`src/rtl/sertx_pkg.sv`:
```
// Package: shared sizes, state type and timing helpers for the serial transmitter.
// Assumes character length select is LEN_W bits wide, giving lengths from
// CHAR_MAX/2+1 up to CHAR_MAX.
package sertx_pkg;

    localparam int LEN_W    = 2;
    localparam int IDX_W    = LEN_W + 1;
    localparam int CHAR_MAX = 1 << IDX_W;
    localparam int CNT_W    = 8;

    typedef enum logic [2:0] {
        ST_IDLE  = 3'd0,
        ST_START = 3'd1,
        ST_DATA  = 3'd2,
        ST_PAR   = 3'd3,
        ST_STOP  = 3'd4
    } txst_t;

    // Ticks in one bit time for a rate-factor select value.
    function automatic logic [CNT_W-1:0] fac_ticks(input logic [1:0] fac);
        case (fac)
            2'd0:    return CNT_W'(1);
            2'd1:    return CNT_W'(16);
            default: return CNT_W'(64);
        endcase
    endfunction

    // Ticks in the stop period; 1.5 bits at factor x1 becomes 2 bits.
    function automatic logic [CNT_W-1:0] stop_ticks(input logic [1:0] sel,
                                                    input logic [CNT_W-1:0] bit_t);
        case (sel)
            2'd0:    return bit_t;
            2'd1:    return (bit_t == CNT_W'(1)) ? (bit_t << 1) : (bit_t + (bit_t >> 1));
            default: return bit_t << 1;
        endcase
    endfunction

endpackage

```
`src/rtl/sertx_edge.sv`:
```
// Module: sertx_edge
// Synchronises the transmit clock into the system domain and gives a
// one-cycle tick for each falling edge. Assumes the transmit clock phases
// last longer than STAGES+1 system cycles.
module sertx_edge #(
    parameter int STAGES = 2
) (
    input  logic clk,
    input  logic rst_n,
    input  logic txc_i,
    output logic fall_o
);

    localparam int PW = STAGES + 1;

    logic [PW-1:0] pipe_q;

    // Shift the transmit clock through the synchroniser and history stage.
    always_ff @(posedge clk) begin
        if (!rst_n) pipe_q <= '0;
        else        pipe_q <= {pipe_q[PW-2:0], txc_i};
    end

    assign fall_o = pipe_q[PW-1] & ~pipe_q[PW-2];

    // ticks are isolated single-cycle pulses
    tick_single_chk: assert property (@(posedge clk) disable iff (!rst_n)
        fall_o |=> !fall_o) else $error("tick lasted more than one cycle");

endmodule

```
`src/rtl/sertx_hold.sv`:
```
// Module: sertx_hold
// One-entry holding buffer between the host and the shifter. A write is
// taken only while empty; a take from the shifter frees the entry.
module sertx_hold #(
    parameter int W = 8
) (
    input  logic         clk,
    input  logic         rst_n,
    input  logic         wr_i,
    input  logic [W-1:0] wr_data_i,
    input  logic         take_i,
    output logic         full_o,
    output logic [W-1:0] data_o
);

    logic         full_q;
    logic [W-1:0] data_q;

    // Fill on a write to an empty entry, drain on a take.
    always_ff @(posedge clk) begin
        if (!rst_n) begin
            full_q <= 1'b0;
            data_q <= '0;
        end else if (take_i) begin
            full_q <= 1'b0;
        end else if (wr_i && !full_q) begin
            full_q <= 1'b1;
            data_q <= wr_data_i;
        end
    end

    assign full_o = full_q;
    assign data_o = data_q;


    write_when_full_chk: assert property (@(posedge clk) disable iff (!rst_n)
        (full_q && wr_i) |=> (data_q == $past(data_q)))
        else $error("held character replaced while full");


    take_needs_full_chk: assert property (@(posedge clk) disable iff (!rst_n)
        take_i |-> full_q) else $error("take from empty buffer");

endmodule

```
`src/rtl/sertx_frame.sv`:
```
// Module: sertx_frame
// Frame sequencer and shifter. It captures the frame settings and the held
// character when a frame starts, then sends start, data, parity and stop
// bits, timing each with a tick counter. Assumes tick_i is one-cycle pulses.
module sertx_frame
    import sertx_pkg::*;
(
    input  logic                clk,
    input  logic                rst_n,
    input  logic                tick_i,
    input  logic                tx_en_i,
    input  logic                cts_n_i,
    input  logic                full_i,
    input  logic [CHAR_MAX-1:0] data_i,
    input  logic [LEN_W-1:0]    len_sel_i,
    input  logic                par_en_i,
    input  logic                par_odd_i,
    input  logic [1:0]          stop_sel_i,
    input  logic [1:0]          fac_sel_i,
    output logic                take_o,
    output logic                txd_o,
    output logic                idle_o
);

    txst_t                st_q;
    logic [CNT_W-1:0]     cnt_q, bit_lim_q, stop_lim_q;
    logic [IDX_W-1:0]     idx_q, last_q;
    logic [CHAR_MAX-1:0]  sh_q;
    logic                 par_en_q, par_bit_q, txd_q;

    logic [CNT_W-1:0]     cur_lim, fac_n, stop_n;
    logic [IDX_W-1:0]     last_n;
    logic [CHAR_MAX-1:0]  mdata;
    logic                 bit_end, start_ok, load, par_n;

    // Limits, next-frame settings and the start condition.
    always_comb begin
        cur_lim  = (st_q == ST_STOP) ? stop_lim_q : bit_lim_q;
        bit_end  = tick_i && (cnt_q == (cur_lim - 1'b1));
        start_ok = full_i && tx_en_i && !cts_n_i;
        load     = start_ok && tick_i &&
                   ((st_q == ST_IDLE) || ((st_q == ST_STOP) && bit_end));
        last_n   = {1'b1, len_sel_i};
        for (int i = 0; i < CHAR_MAX; i++)
            mdata[i] = data_i[i] & (IDX_W'(i) <= last_n);
        par_n    = par_odd_i ? ~^mdata : ^mdata;
        fac_n    = fac_ticks(fac_sel_i);
        stop_n   = stop_ticks(stop_sel_i, fac_n);
    end

    // Bit sequencing, shifting and tick counting.
    always_ff @(posedge clk) begin
        if (!rst_n) begin
            st_q       <= ST_IDLE;
            cnt_q      <= '0;
            bit_lim_q  <= CNT_W'(1);
            stop_lim_q <= CNT_W'(1);
            idx_q      <= '0;
            last_q     <= '0;
            sh_q       <= '0;
            par_en_q   <= 1'b0;
            par_bit_q  <= 1'b0;
            txd_q      <= 1'b1;
        end else if (load) begin
            st_q       <= ST_START;
            cnt_q      <= '0;
            bit_lim_q  <= fac_n;
            stop_lim_q <= stop_n;
            last_q     <= last_n;
            sh_q       <= mdata;
            par_en_q   <= par_en_i;
            par_bit_q  <= par_n;
            txd_q      <= 1'b0;
        end else if (tick_i && (st_q != ST_IDLE)) begin
            cnt_q <= bit_end ? '0 : cnt_q + 1'b1;
            if (bit_end) begin
                case (st_q)
                    ST_START: begin
                        st_q  <= ST_DATA;
                        idx_q <= '0;
                        txd_q <= sh_q[0];
                        sh_q  <= sh_q >> 1;
                    end
                    ST_DATA: begin
                        if (idx_q == last_q) begin
                            st_q  <= par_en_q ? ST_PAR : ST_STOP;
                            txd_q <= par_en_q ? par_bit_q : 1'b1;
                        end else begin
                            idx_q <= idx_q + 1'b1;
                            txd_q <= sh_q[0];
                            sh_q  <= sh_q >> 1;
                        end
                    end
                    ST_PAR: begin
                        st_q  <= ST_STOP;
                        txd_q <= 1'b1;
                    end
                    default: begin
                        st_q  <= ST_IDLE;
                        txd_q <= 1'b1;
                    end
                endcase
            end
        end
    end

    assign take_o = load;
    assign txd_o  = txd_q;
    assign idle_o = (st_q == ST_IDLE);


    idle_line_high_chk: assert property (@(posedge clk) disable iff (!rst_n)
        (st_q == ST_IDLE) |-> txd_q) else $error("line low while idle");


    change_on_tick_chk: assert property (@(posedge clk) disable iff (!rst_n)
        !$stable(txd_q) |-> $past(tick_i)) else $error("line moved without a tick");


    start_gated_chk: assert property (@(posedge clk) disable iff (!rst_n)
        $fell(txd_q) && $past((st_q == ST_IDLE) || (st_q == ST_STOP))
        |-> $past(full_i && tx_en_i && !cts_n_i))
        else $error("frame started without enable, clear-to-send or data");


    settings_frozen_chk: assert property (@(posedge clk) disable iff (!rst_n)
        (st_q == ST_DATA) && $past(st_q == ST_DATA)
        |-> $stable(last_q) && $stable(bit_lim_q) && $stable(par_en_q))
        else $error("frame settings changed mid-frame");

endmodule

```
`src/rtl/sertx_core.sv`:
```
// Module: sertx_core (top)
// Programmable asynchronous serial transmitter: transmit-clock tick
// extraction, one-entry holding buffer and frame sequencer. Assumes all
// inputs except txc_i are synchronous to clk.
module sertx_core
    import sertx_pkg::*;
#(
    parameter int SYNC_STAGES = 2
) (
    input  logic                clk,
    input  logic                rst_n,
    input  logic                txc_i,
    input  logic                tx_en_i,
    input  logic                cts_n_i,
    input  logic                wr_i,
    input  logic [CHAR_MAX-1:0] wr_data_i,
    input  logic [LEN_W-1:0]    len_sel_i,
    input  logic                par_en_i,
    input  logic                par_odd_i,
    input  logic [1:0]          stop_sel_i,
    input  logic [1:0]          fac_sel_i,
    output logic                txd_o,
    output logic                txrdy_o,
    output logic                txempty_o
);

    logic                tick, take, full, idle;
    logic [CHAR_MAX-1:0] held;

    sertx_edge #(.STAGES(SYNC_STAGES)) u_edge (
        .clk    (clk),
        .rst_n  (rst_n),
        .txc_i  (txc_i),
        .fall_o (tick)
    );

    sertx_hold #(.W(CHAR_MAX)) u_hold (
        .clk       (clk),
        .rst_n     (rst_n),
        .wr_i      (wr_i),
        .wr_data_i (wr_data_i),
        .take_i    (take),
        .full_o    (full),
        .data_o    (held)
    );

    sertx_frame u_frame (
        .clk        (clk),
        .rst_n      (rst_n),
        .tick_i     (tick),
        .tx_en_i    (tx_en_i),
        .cts_n_i    (cts_n_i),
        .full_i     (full),
        .data_i     (held),
        .len_sel_i  (len_sel_i),
        .par_en_i   (par_en_i),
        .par_odd_i  (par_odd_i),
        .stop_sel_i (stop_sel_i),
        .fac_sel_i  (fac_sel_i),
        .take_o     (take),
        .txd_o      (txd_o),
        .idle_o     (idle)
    );

    assign txrdy_o   = ~full;
    assign txempty_o = ~full & idle;


    empty_means_quiet_chk: assert property (@(posedge clk) disable iff (!rst_n)
        txempty_o |-> (txd_o && txrdy_o)) else $error("empty flag during activity");


    ready_after_take_chk: assert property (@(posedge clk) disable iff (!rst_n)
        take |=> txrdy_o) else $error("buffer not freed by frame start");

endmodule

```
`config.mk`:
```
export PLATFORM = sky130hd
export DESIGN_NAME = sertx_core
export DESIGN_NICKNAME = d
export VERILOG_FILES = /design/src/rtl/sertx_pkg.sv /design/src/rtl/sertx_edge.sv /design/src/rtl/sertx_hold.sv /design/src/rtl/sertx_frame.sv /design/src/rtl/sertx_core.sv
export SDC_FILE = /design/constraint.sdc
export NUM_CORES = 1
export LEC_CHECK = 0
export BUFFER_PORTS_ARGS = -buffer_cell sky130_fd_sc_hd__buf_2
export CORE_ASPECT_RATIO = 0.6
export CORE_MARGIN = 10
export CORE_UTILIZATION = 38
export DETAILED_ROUTE_END_ITERATION = 8
export PLACE_DENSITY = 0.64
export SYNTH_ARGS = -nofsm -noshare
export SYNTH_HDL_FRONTEND = slang
export SYNTH_SLANG_ARGS = --single-unit
```
`constraint.sdc`:
```
create_clock -name clk -period 3.45 [get_ports clk]
set_input_delay 0.1725 -clock clk [delete_from_list [all_inputs] [get_ports clk]]
set_output_delay 0.1725 -clock clk [all_outputs]
set_load 0.05 [all_outputs]
```
==> Yosys cells after proc, flatten, opt, wreduce, memory -nomap -nowiden <==
Cells that the tools add are included.
{ "op_classes": {"n_addsub": 4, "magnitude_cmp": 6, "eq_ne": 13, "mux": 25, "n_bitwise": 12, "reduce_logical": 28} }
{ "op_table": {"columns": ["cell", "count"], "rows": [
  ["8-bit 2-to-1 mux", 7],
  ["8-bit one-hot mux with 2 select lines", 2],
  ["7-bit one-hot mux with 2 select lines", 1],
  ["3-bit <= comparator (first input constant)", 3],
  ["1-bit 2-to-1 mux", 9],
  ["3-bit 2-to-1 mux", 3],
  ["3-bit one-hot mux with 3 select lines", 1],
  ["8-bit by 1-bit adder with 8-bit output (second input constant)", 1],
  ["8-bit by 7-bit adder with 8-bit output", 1],
  ["1-bit bitwise AND", 8],
  ["8-bit by 1-bit == test with 1-bit output (second input constant)", 1],
  ["8-bit == test", 1],
  ["1-bit logical AND", 8],
  ["8-bit XNOR reduction", 1],
  ["8-bit parity", 1],
  ["8-bit by 1-bit subtractor with 8-bit output (second input constant)", 1],
  ["3-bit by 2-bit == test with 1-bit output (second input constant)", 2],
  ["2-bit by 3-bit <= comparator with 1-bit output (first input constant)", 2],
  ["3-bit one-hot mux with 2 select lines", 1],
  ["3-bit AND reduction", 2],
  ["2-bit nonzero test", 3],
  ["3-bit nonzero test", 2],
  ["5-bit AND reduction", 1],
  ["2-bit by 1-bit == test with 1-bit output (second input constant)", 2],
  ["18 further kinds", 24]
]} }
{ "word_totals": {"register_bits": 56, "out_inout_bits": 3, "word_cells": 102} }

==> Depth between registers and ports, before layout <==
Gate-level depths: netlist of the first run.
{ "logic_depth": {"depth_word": 10, "ltp_mapped": 15, "ltp_nobuf": 12} }

==> By module <==
A second synthesis of the first run with hierarchy kept.
{ "unflattened": {"hier_cells": 321, "area_unflattened_um2": 2711.4} }
{ "modules_own_cells": {"columns": ["module", "instances", "cells_each", "area_each_um2", "seq_area_each_um2"], "rows": [
  ["sertx_frame", 1, 273, 2242.2, 760.7],
  ["sertx_hold", 1, 39, 370.4, 180.2],
  ["sertx_edge", 1, 7, 88.8, 60.1],
  ["sertx_core", 1, 2, 10.0, 0.0]
]} }

==> Worst setup path after synthesis of the first run <==
OpenSTA, ideal clock, no wires.
{ "synth_path": {"kind": "register -> register", "startpoint": "reg u_frame.st_q[0]", "endpoint": "reg u_frame.st_q[1]", "t_arrival_ns": 3.439, "required_ns": 3.378, "path_slack_ns": -0.061, "path_stages_with_launch": 15, "n_path_buf": 3, "synth_period_minus_slack_ns": 3.511, "path_cell_list": "dfxtp_1 > buf_6 > or3b_1 > buf_6 > mux2i_1 > ha_1 > ha_1 > xnor2_1 > nor4_1 > o21ai_1 > or4b_1 > or3_1 > clkbuf_2 > or3_1 > a21oi_1"} }
{ "synth_between": {"elab_chain_len": 9, "word_cells_on_any_way": 18, "classes_between": "add/sub (1); eq/ne (6); mux (2); reduce/logical (9)"} }
{ "synth_lines": {"columns": ["element", "line", "source"], "rows": [
  ["from (decl)", "sertx_frame.sv:25", "txst_t st_q;"],
  ["from (signal assigned)", "sertx_frame.sv:86", "st_q <= par_en_q ? ST_PAR : ST_STOP;"],
  ["3-bit == test", "sertx_frame.sv:38, sertx_frame.sv:42", null],
  ["8-bit 2-to-1 mux", "sertx_frame.sv:38", "cur_lim = (st_q == ST_STOP) ? stop_lim_q : bit_lim_q;"],
  ["8-bit by 1-bit subtractor with 8-bit output", "sertx_frame.sv:39", "bit_end = tick_i && (cnt_q == (cur_lim - 1'b1));"],
  ["8-bit == test", "sertx_frame.sv:39", null],
  ["1-bit logical AND", "sertx_frame.sv:39", null],
  ["1-bit logical AND", "sertx_frame.sv:42", "((st_q == ST_IDLE) || ((st_q == ST_STOP) && bit_end));"],
  ["1-bit logical OR", "sertx_frame.sv:42", null],
  ["1-bit logical AND", "sertx_frame.sv:41", "load = start_ok && tick_i &&"],
  ["2-bit OR reduction (no line)", null, null]
]} }
Parallel ways exist; a longest one is shown, timed or not.
A chain may end at the register's enable or synchronous reset.

==> Final worst setup path of the first run <==
{ "layout_path": {"startpoint": "reg u_frame.st_q[2]", "endpoint": "reg u_frame.st_q[1]"} }
The elaborated chain is that of the path after synthesis.

==> results of run 1 <==
==> flip-flops by register name, summed over array words and instances (netlist names) <==
register,flops
u_frame.last_q,3
u_frame.bit_lim_q,3
u_frame.st_q,3
u_frame.stop_lim_q,7
u_frame.sh_q,8
u_hold.data_o,8
u_frame.txd_o,1
u_frame.par_bit_q,1
u_edge.pipe_q,3
u_hold.full_o,1
u_frame.par_en_q,1
u_frame.cnt_q,8
u_frame.idx_q,3
==> cells in the mapped netlist (3+ instances only) <==
library cell	n	area share (%)
xor2_1	13	4.3
nand3_1	12	2.3
o2111ai_1	5	1.7
o21ai_0	19	3.6
a21oi_1	24	4.5
o221ai_1	4	1.3
dfxtp_1	50	38
nand4_1	6	1.4
o211ai_1	5	1.4
nor3_1	9	1.7
ha_1	4	1.9
xnor2_1	11	3.6
o21a_1	3	0.85
inv_1	8	1.1
mux2i_1	14	5.3
nand2b_1	4	0.95
nand2_1	22	3.1
clkbuf_1	15	2.1
nor2_1	28	4.0
nor2b_1	6	1.4
nor4_1	3	0.71
and2_1	3	0.71
o211a_1	3	1.1
a31oi_1	3	0.71
==> per-stage QoR <==
stage / instances / setup TNS (ns) / hold WS, ns / area [sq um]
after detailed placement: 416 / -0.171 / 0.395 / 2890
after floorplan: 312 / 0 / 0.288 / 2650
final: 430 / 0 / 0.0940 / 3140
after global placement: 416 / 0 / 0.391 / 2890
after global routing: 430 / -1.18 / 0.0941 / 3140
after CTS: 424 / 0 / 0.0886 / 3040
==> worst max-delay path, cell delays in order, from the launching register on <==
cell and delay [ns]:
dfxtp_4 0.36, or3b_4 0.40, mux2i_2 0.22, ha_2 0.27, ha_4 0.22, xnor2_2 0.13
nor4_2 0.23, o21ai_1 0.12, or4b_4 0.51, or3_4 0.44, or3_1 0.32, a21oi_1 0.12
==> where the power goes <==
group	switching [mW]	internal (mW)	total, mW	leakage [nW]
clock	0.214	0.288	0.501	0.0739
sequential	0.00652	0.585	0.591	0.406
combinational	0.0497	0.0373	0.0870	0.733
==> logic make-up after synthesis <==
group / share of synthesized area, %
compound gates: 18.9
xor+xnor: 7.95
fa+ha+maj: 1.89
buf+inv: 4.82
flops: 37.8
mux: 6.15
simple gates: 22.5
==> per-layer routing <==
| layer | track usage (%) | up-vias | wire (um) |
|---|---|---|---|
| met4 | 3.97 | 0 | 100 |
| li1 | - | 1184 | - |
| met1 | 19.1 | 1123 | 3760 |
| met2 | 15.8 | 60 | 2560 |
| met5 | 0 | - | 0 |
| met3 | 3.83 | 12 | 429 |
==> path summary, 6_finish.rpt <==
check / from / end / depth (start not counted)
worst max-delay path: u_frame.st_q[2]$_SDFFE_PP0P_ / u_frame.st_q[1]$_SDFFE_PP0P_ / 11
worst min-delay path: txc_i / u_edge.pipe_q[0]$_SDFF_PN0_ / 2
worst max register to register: u_frame.st_q[2]$_SDFFE_PP0P_ / u_frame.st_q[1]$_SDFFE_PP0P_ / 11
worst min register to register: u_edge.pipe_q[0]$_SDFF_PN0_ / u_edge.pipe_q[1]$_SDFF_PN0_ / 1
==> what timing repair did <==
item                                    CTS  global route
hold buffers                              0             0
endpoints found under the setup margin    7            35
buffers inserted                          0             6
hold endpoints to repair                  0             0
resized for setup                         2            11
pin swaps                                 0             7
==> final cells by class <==
cell class              count  area (sq um)
inverters                   9          33.8
clock buffers               7           143
well taps                  87           109
fillers                   654          3570
multi-input cells         233          1580
clock inverters             1          5.00
repair buffers             43           267
flip-flops and latches     50          1000
==> impl_metrics.yaml, run 1 <==
grt:
  grt_pass1_vias: 2225
  grt_max_degree: 28
  grt_pass1_wl_um: 11200
  grt-ovfl-total: 0
  antenna_found_initial: 0
  track_usage_pct: 12.5
timing:
  slew_headroom_pct: 28.9
  finalCriticalPeriod_ns: 3.39
  fin_ws_ns: 0.0562
  worstMarginPinSlew_ns: 1.06
  skew_ns: 0.00471
  drv_slew: 0
  fmax_mhz: 295
  fin_crit_sh_pct: 98.4
  setup_viol: 0
  hold_viol: 0
cts:
  insertion_delay_ns: 0.29
  cts_buffers: 5
  cts.clk_slew.worst_paths_ns: 0.06
  cts_root_buf: "clkbuf_16"
  clock-sinks: 50
  cts-htree-levels: 2
  cts_tree: "yes"
  cts_buffer_depth: 2
logic_synthesis:
  syn_nets: 338
  synthFlopType: "dfxtp_1"
  avgSynthCellArea_sq_um: 8.48
  yosysSeqAreaShare_pct: 37.8
  syn_inst: 312
  async_reset_ff_share_pct: 0
  synth_seq_cells: 50
  ys_types: 52
  synth_edf_count: 0
  syn-cell-area_sq_um: 2650
  yosys_warnings: 0
setup_path:
  cp_data_required_time_ns: 3.68
  crit_fanout: 6
  startpoint_type: "flop"
  rrSetupSlack_ns: 0.06
  path_class: "reg2reg"
  critPathCaptureType: "flop"
  worstPathArrival_ns: 3.62
power_and_ir_drop:
  power-per-cell-area_nw_per_um2: 376
  ir_drop_uv: 183
  power_mw: 1.18
  leakagePower_nw: 1.21
finish:
  areaGrowthSynthToFinish_pct: 18.7
  drive_gt1_share_pct: 19.5
  layout_common_cells: "dfxtp_1 (49), nor2_1 (28), a21oi_1 (24), buf_2 (24), nand2_1 (21)"
  fin_nets: 368
  diodes: 0
  final_util_pct: 46.8
  layout_commonest_cell: "dfxtp_1"
floorplanning:
  rows: 23
  die_w_um: 128
  die_y_um: 84.6
  initial_core_util_pct: 39.4
  core_area_sq_um: 6710
  dieArea_sq_um: 10800
  pin_count: 25
placement:
  portBuffers: 24
  gp_congestion: 0.879
  dp_slack_ns: -0.0615
  hpwl_um: 4910
detailed_routing:
  drt_iter0_markers: 162
  vias_per_cell: 5.53
  drcViolationCount: 0
  drtAntennaViolNets: 0
  drt-pass1-iter-count: 4
  drt-total-wl_um: 6850
  avgRoutedWirePerCell_um: 15.9
  vias: 2379
worst_hold_path:
  min-delay-path-class: "in2reg"
run:
  cap_violations: 0
run_status:
  status: "complete, no violations"
Note: power is estimated with default switching activity, not from simulation.
==> run 2: changes to the inputs <==
CTS_BUF_LIST = sky130_fd_sc_hd__clkbuf_8   (was unset)
==> run 2 against run 1 <==
Against the previous run:
- core utilization shrank 0.99 points
- sequential share of layout area grew 0.69 points
- global-route usage is essentially flat
- via count shrank 1.2%
- critical path type unchanged
==> impl_metrics.yaml, run 2 (synthesized netlist as in run 1, its figures left out) <==
run_status:
  status: "complete, no violations"
timing:
  worstMarginPinSlew_ns: 1.03
  skew_ns: 0.00604
  finalCriticalPeriod_ns: 3.37
  fmax_mhz: 297
  setup_viol: 0
  whs_ns: 0.0641
  fin_ws_ns: 0.0840
  slew_headroom_pct: 30.9
  drv_slew: 0
  hold_viol: 0
  fin_crit_sh_pct: 97.6
setup_path:
  crit_fanout: 6
  reg2reg_depth: 11
  crit_path_top_delay_cell: "or4b_4"
  rrSetupSlack_ns: 0.08
  cp_num_cells: 11
  crit_family: "simple AND/OR/NAND/NOR gates"
  critPathCaptureType: "flop"
  regToRegStartpoint: "u_frame.st_q[2]$_SDFFE_PP0P_"
  cp_num_buf_inv: 0
  worstReg2RegEnd: "u_frame.st_q[1]$_SDFFE_PP0P_"
  max_stage_delay_ns: 0.51
  startpoint_type: "flop"
  worstPathArrival_ns: 3.62
  path_cells: "or3b_4 -> mux2i_4 -> ha_4 -> ha_4 -> xnor2_1 -> nor4_1 -> o21ai_1 -> or4b_4 -> or3_4 -> or3_1 -> a21oi_1"
  path_common_cell: "ha_4"
  path_class: "reg2reg"
  cp_data_required_time_ns: 3.71
detailed_routing:
  wl_met2_um: 2550
  drt_iter0_markers: 178
  vias: 2350
  drtAntennaViolNets: 0
  avgRoutedWirePerCell_um: 15.7
  drt-met1-wl_um: 3730
  drcViolationCount: 0
  routed.top_layer: "met4"
  drt-pass1-iter-count: 4
  vias_per_cell: 5.49
  wl_met3_um: 387
  drt-total-wl_um: 6730
grt:
  grt_pass1_vias: 2198
  antenna_found_initial: 0
  grt_pass1_wl_um: 11100
  grt-ovfl-total: 0
  track_usage_pct: 12.6
  grt_max_degree: 28
placement:
  dp_slack_ns: -0.0615
  gp_congestion: 0.879
  dpl_cell_area_sq_um: 2890
  portBuffers: 24
  hpwl_um: 4910
cts:
  cts_tree: "yes"
  cts_hold_buf: 0
  cts.clk_slew.worst_paths_ns: 0.09
  cts-htree-levels: 2
  insertion_delay_ns: 0.32
  cts_root_buf: "clkbuf_8"
  clock-sinks: 50
  cts_buffer_depth: 2
  cts_buffers: 5
power_and_ir_drop:
  ir_drop_uv: 203
  power_mw: 1.04
  leakagePower_nw: 1.18
  power-per-cell-area_nw_per_um2: 339
worst_hold_path:
  whs_path_depth: 2
  min-delay-path-class: "in2reg"
  holdPathEnd: "u_edge.pipe_q[0]$_SDFF_PN0_"
  holdCritStartpoint: "txc_i"
finish:
  layout_commonest_cell: "dfxtp_1"
  stdcell_area_sq_um: 3070
  drive_gt1_share_pct: 18.5
  fin_nets: 366
  areaGrowthSynthToFinish_pct: 16.2
  diodes: 0
  final_util_pct: 45.8
  layout_common_cells: "dfxtp_1 (49), nor2_1 (28), a21oi_1 (24), buf_2 (24), nand2_1 (21)"
floorplanning:
  core_area_sq_um: 6710
  initial_core_util_pct: 39.4
  pin_count: 25
  die_y_um: 84.6
  dieArea_sq_um: 10800
  die_w_um: 128
  rows: 23
run:
  cap_violations: 0
==> run 2: cell count changes in the layout (fill, tap and decap cells not counted), sizes merged <==
cell    before  now
clkbuf       7    6
buf         43   41
inv          8    9
==> run 2: report_power, final <==
| part | switching [mW] | leakage [nW] | internal [mW] |
|---|---|---|---|
| clock network | 0.204 | 0.0524 | 0.159 |
| logic | 0.0493 | 0.718 | 0.0371 |
| registers | 0.00658 | 0.406 | 0.584 |
==> run 2: worst max path at each step <==
stage	start	slack, ns	to
6_report	u_frame.st_q[2]$_SDFFE_PP0P_	0.08	u_frame.st_q[1]$_SDFFE_PP0P_
5_1_grt	u_frame.st_q[2]$_SDFFE_PP0P_	-0.03	u_frame.st_q[1]$_SDFFE_PP0P_
4_1_cts	u_frame.st_q[2]$_SDFFE_PP0P_	0.04	u_frame.st_q[1]$_SDFFE_PP0P_
3_5_place_dp	u_frame.st_q[2]$_SDFFE_PP0P_	-0.06	u_frame.bit_lim_q[0]$_SDFFE_PN1P_
3_3_place_gp	u_frame.st_q[2]$_SDFFE_PP0P_	0.06	u_frame.st_q[1]$_SDFFE_PP0P_
2_1_floorplan	u_frame.st_q[0]$_SDFFE_PN0P_	0.01	u_frame.st_q[1]$_SDFFE_PP0P_
==> run 2: cell type report <==
type,count,area [sq um]
fillers,660,3630
multi-input cells,233,1580
flip-flops and latches,50,1000
repair buffers,41,251
well taps,87,109
clock buffers,6,82.6
inverters,9,33.8
clock inverters,2,8.76
==> run 2: metal layers <==
layer	vias up	global-route usage [%]
met5	-	0
met1	1110	19.4
li1	1184	-
met3	8	3.83
met2	48	15.5
met4	0	3.97
==> run 2: per-stage QoR <==
stage | instances | setup TNS [ns]
global route | 428 | -0.136
global placement | 416 | 0
CTS | 424 | 0
floorplan | 312 | 0
finish | 428 | 0
detailed placement | 416 | -0.171
==> run 2: timing repair <==
item                                    in CTS  in global routing
endpoints found under the setup margin      11                 33
setup buffers                                0                  4
resized for setup                            3                 10
pin swaps                                    0                  5
==> run 3: changes to the inputs <==
CORE_ASPECT_RATIO = unset   (was 0.6)
==> run 3 against run 2 <==
Against the previous run:
- core utilization decreased by 0.69 points
- cell count increased by 0.93%
- critical path depth unchanged
- largest cell class unchanged
==> impl_metrics.yaml, run 3 (synthesized netlist as in run 1, its figures left out) <==
finish:
  areaGrowthSynthToFinish_pct: 15.9
  final-seq-area_sq_um: 1000
  diodes: 0
  fin_nets: 361
  drive_gt1_share_pct: 17.6
  layout_commonest_cell: "dfxtp_1"
  multi_input_area_sq_um: 1590
  fillCellCount: 683
  layout_common_cells: "dfxtp_1 (49), nor2_1 (28), a21oi_1 (24), buf_2 (24), nand2_1 (21)"
grt:
  grt_pass1_vias: 2251
  track_usage_pct: 12.3
  antenna_found_initial: 0
  grt-ovfl-total: 0
  grt_pass1_wl_um: 10700
  grt_max_degree: 31
power_and_ir_drop:
  power-per-cell-area_nw_per_um2: 342
  ir_drop_uv: 322
  power_mw: 1.05
  leakagePower_nw: 1.16
setup_path:
  path_class: "reg2reg"
  max_stage_delay_ns: 0.50
  path_common_cell: "ha_4"
  critPathCaptureType: "flop"
  crit_family: "simple AND/OR/NAND/NOR gates"
  cp_data_required_time_ns: 3.70
  path_cells: "or3b_4 -> mux2i_4 -> ha_4 -> ha_4 -> xnor2_2 -> nor4_2 -> o21ai_1 -> or4b_4 -> or3_4 -> or3_1 -> a21oi_1"
  worstPathArrival_ns: 3.61
  cp_num_buf_inv: 0
  startpoint_type: "flop"
  crit_path_top_delay_cell: "or4b_4"
  crit_fanout: 6
detailed_routing:
  vias: 2273
  avgRoutedWirePerCell_um: 14.5
  drcViolationCount: 0
  vias_per_cell: 5.26
  drt-pass1-iter-count: 4
  drt_iter0_markers: 91
  drt-total-wl_um: 6270
  drtAntennaViolNets: 0
run:
  cap_violations: 0
cts:
  cts_hold_buf: 0
  cts_root_buf: "clkbuf_8"
  insertion_delay_ns: 0.31
  cts_buffers: 5
  cts_buffer_depth: 2
  cts-htree-levels: 2
  cts_tree: "yes"
  cts.clk_slew.worst_paths_ns: 0.10
  clock-sinks: 50
timing:
  finalCriticalPeriod_ns: 3.36
  fin_tns_setup_ns: 0
  fin_crit_sh_pct: 97.5
  skew_ns: 0.0120
  hold_viol: 0
  fmax_mhz: 297
  setup_viol: 0
  worstMarginPinSlew_ns: 0.982
  slew_headroom_pct: 34.4
  drv_slew: 0
  rsz0062_at_grt: "no"
floorplanning:
  initial_core_util_pct: 38.9
  rows: 30
  dieArea_sq_um: 10700
  die_y_um: 103
  die_w_um: 103
  core_area_sq_um: 6790
  pin_count: 25
placement:
  portBuffers: 24
  gp_congestion: 0.825
  hpwl_um: 4430
worst_hold_path:
  min-delay-path-class: "in2reg"
run_status:
  status: "complete, no violations"
## run 3: cell count changes in the layout (fill, tap and decap cells not counted), sizes merged
cell,previous run,this run
buf,41,36
clkinv,2,3
inv,9,8
## run 3: repair_timing
item | 4_1_cts | 5_1_grt
gates cloned | 0 | 0
resized for setup | 1 | 11
pin swaps | 0 | 7
setup endpoints to repair | 1 | 33
buffers inserted | 0 | 2
## run 3: worst register-to-register path: stages, from the launching register on
cell and delay (ns):
dfxtp_2 0.36, or3b_4 0.41, mux2i_4 0.22, ha_4 0.20, ha_4 0.21, xnor2_2 0.13, nor4_2 0.25, o21ai_1 0.12
or4b_4 0.50, or3_4 0.44, or3_1 0.35, a21oi_1 0.11
## run 3: path summary, 6_finish.rpt
path	start	endpoint	slack (ns)	cells after the start
hold reg to reg	u_edge.pipe_q[1]$_SDFF_PN0_	u_edge.pipe_q[2]$_SDFF_PN0_	0.45	1
setup / recovery	u_frame.st_q[2]$_SDFFE_PP0P_	u_frame.st_q[1]$_SDFFE_PP0P_	0.09	11
hold / removal	txc_i	u_edge.pipe_q[0]$_SDFF_PN0_	0.06	2
setup reg to reg	u_frame.st_q[2]$_SDFFE_PP0P_	u_frame.st_q[1]$_SDFFE_PP0P_	0.09	11
## run 3: through the flow
stage          utilization, %  instance area (sq um)  setup slack, ns  cells  hold WS, ns
2_1_floorplan               -                   2650           0.0101    312        0.288
3_3_place_gp             42.6                   2890           0.0952    422        0.384
3_5_place_dp             42.6                   2890         -0.00235    422        0.385
4_1_cts                  44.1                   3000           0.0365    430       0.0508
5_1_grt                  45.1                   3070          0.00729    432       0.0478
6_report                 45.1                   3070           0.0857    432       0.0566
## run 3: routing by layer
metal	up-vias	global-route usage [%]	wire length, um
met5	-	0	0
met4	0	4.28	98
met3	9	2.72	214
met2	36	20.4	3140
met1	1058	15.3	2820
li1	1170	-	-
## run 3: area by class of cell
class,count,share of cell area (%)
multi-input cells,233,51.8
well taps,96,3.92
repair buffers,36,7.26
clock buffers,6,2.69
clock inverters,2,0.571
flip-flops and latches,50,32.7
inverters,9,1.10
## run 3: report_power, final
| part | total, mW | switching (mW) | internal [mW] | leakage [nW] |
|---|---|---|---|---|
| Clock | 0.371 | 0.205 | 0.165 | 0.0514 |
| Sequential | 0.592 | 0.00643 | 0.585 | 0.405 |
| Combinational | 0.0860 | 0.0484 | 0.0375 | 0.699 |
| Total | 1.05 | 0.260 | 0.788 | 1.16 |
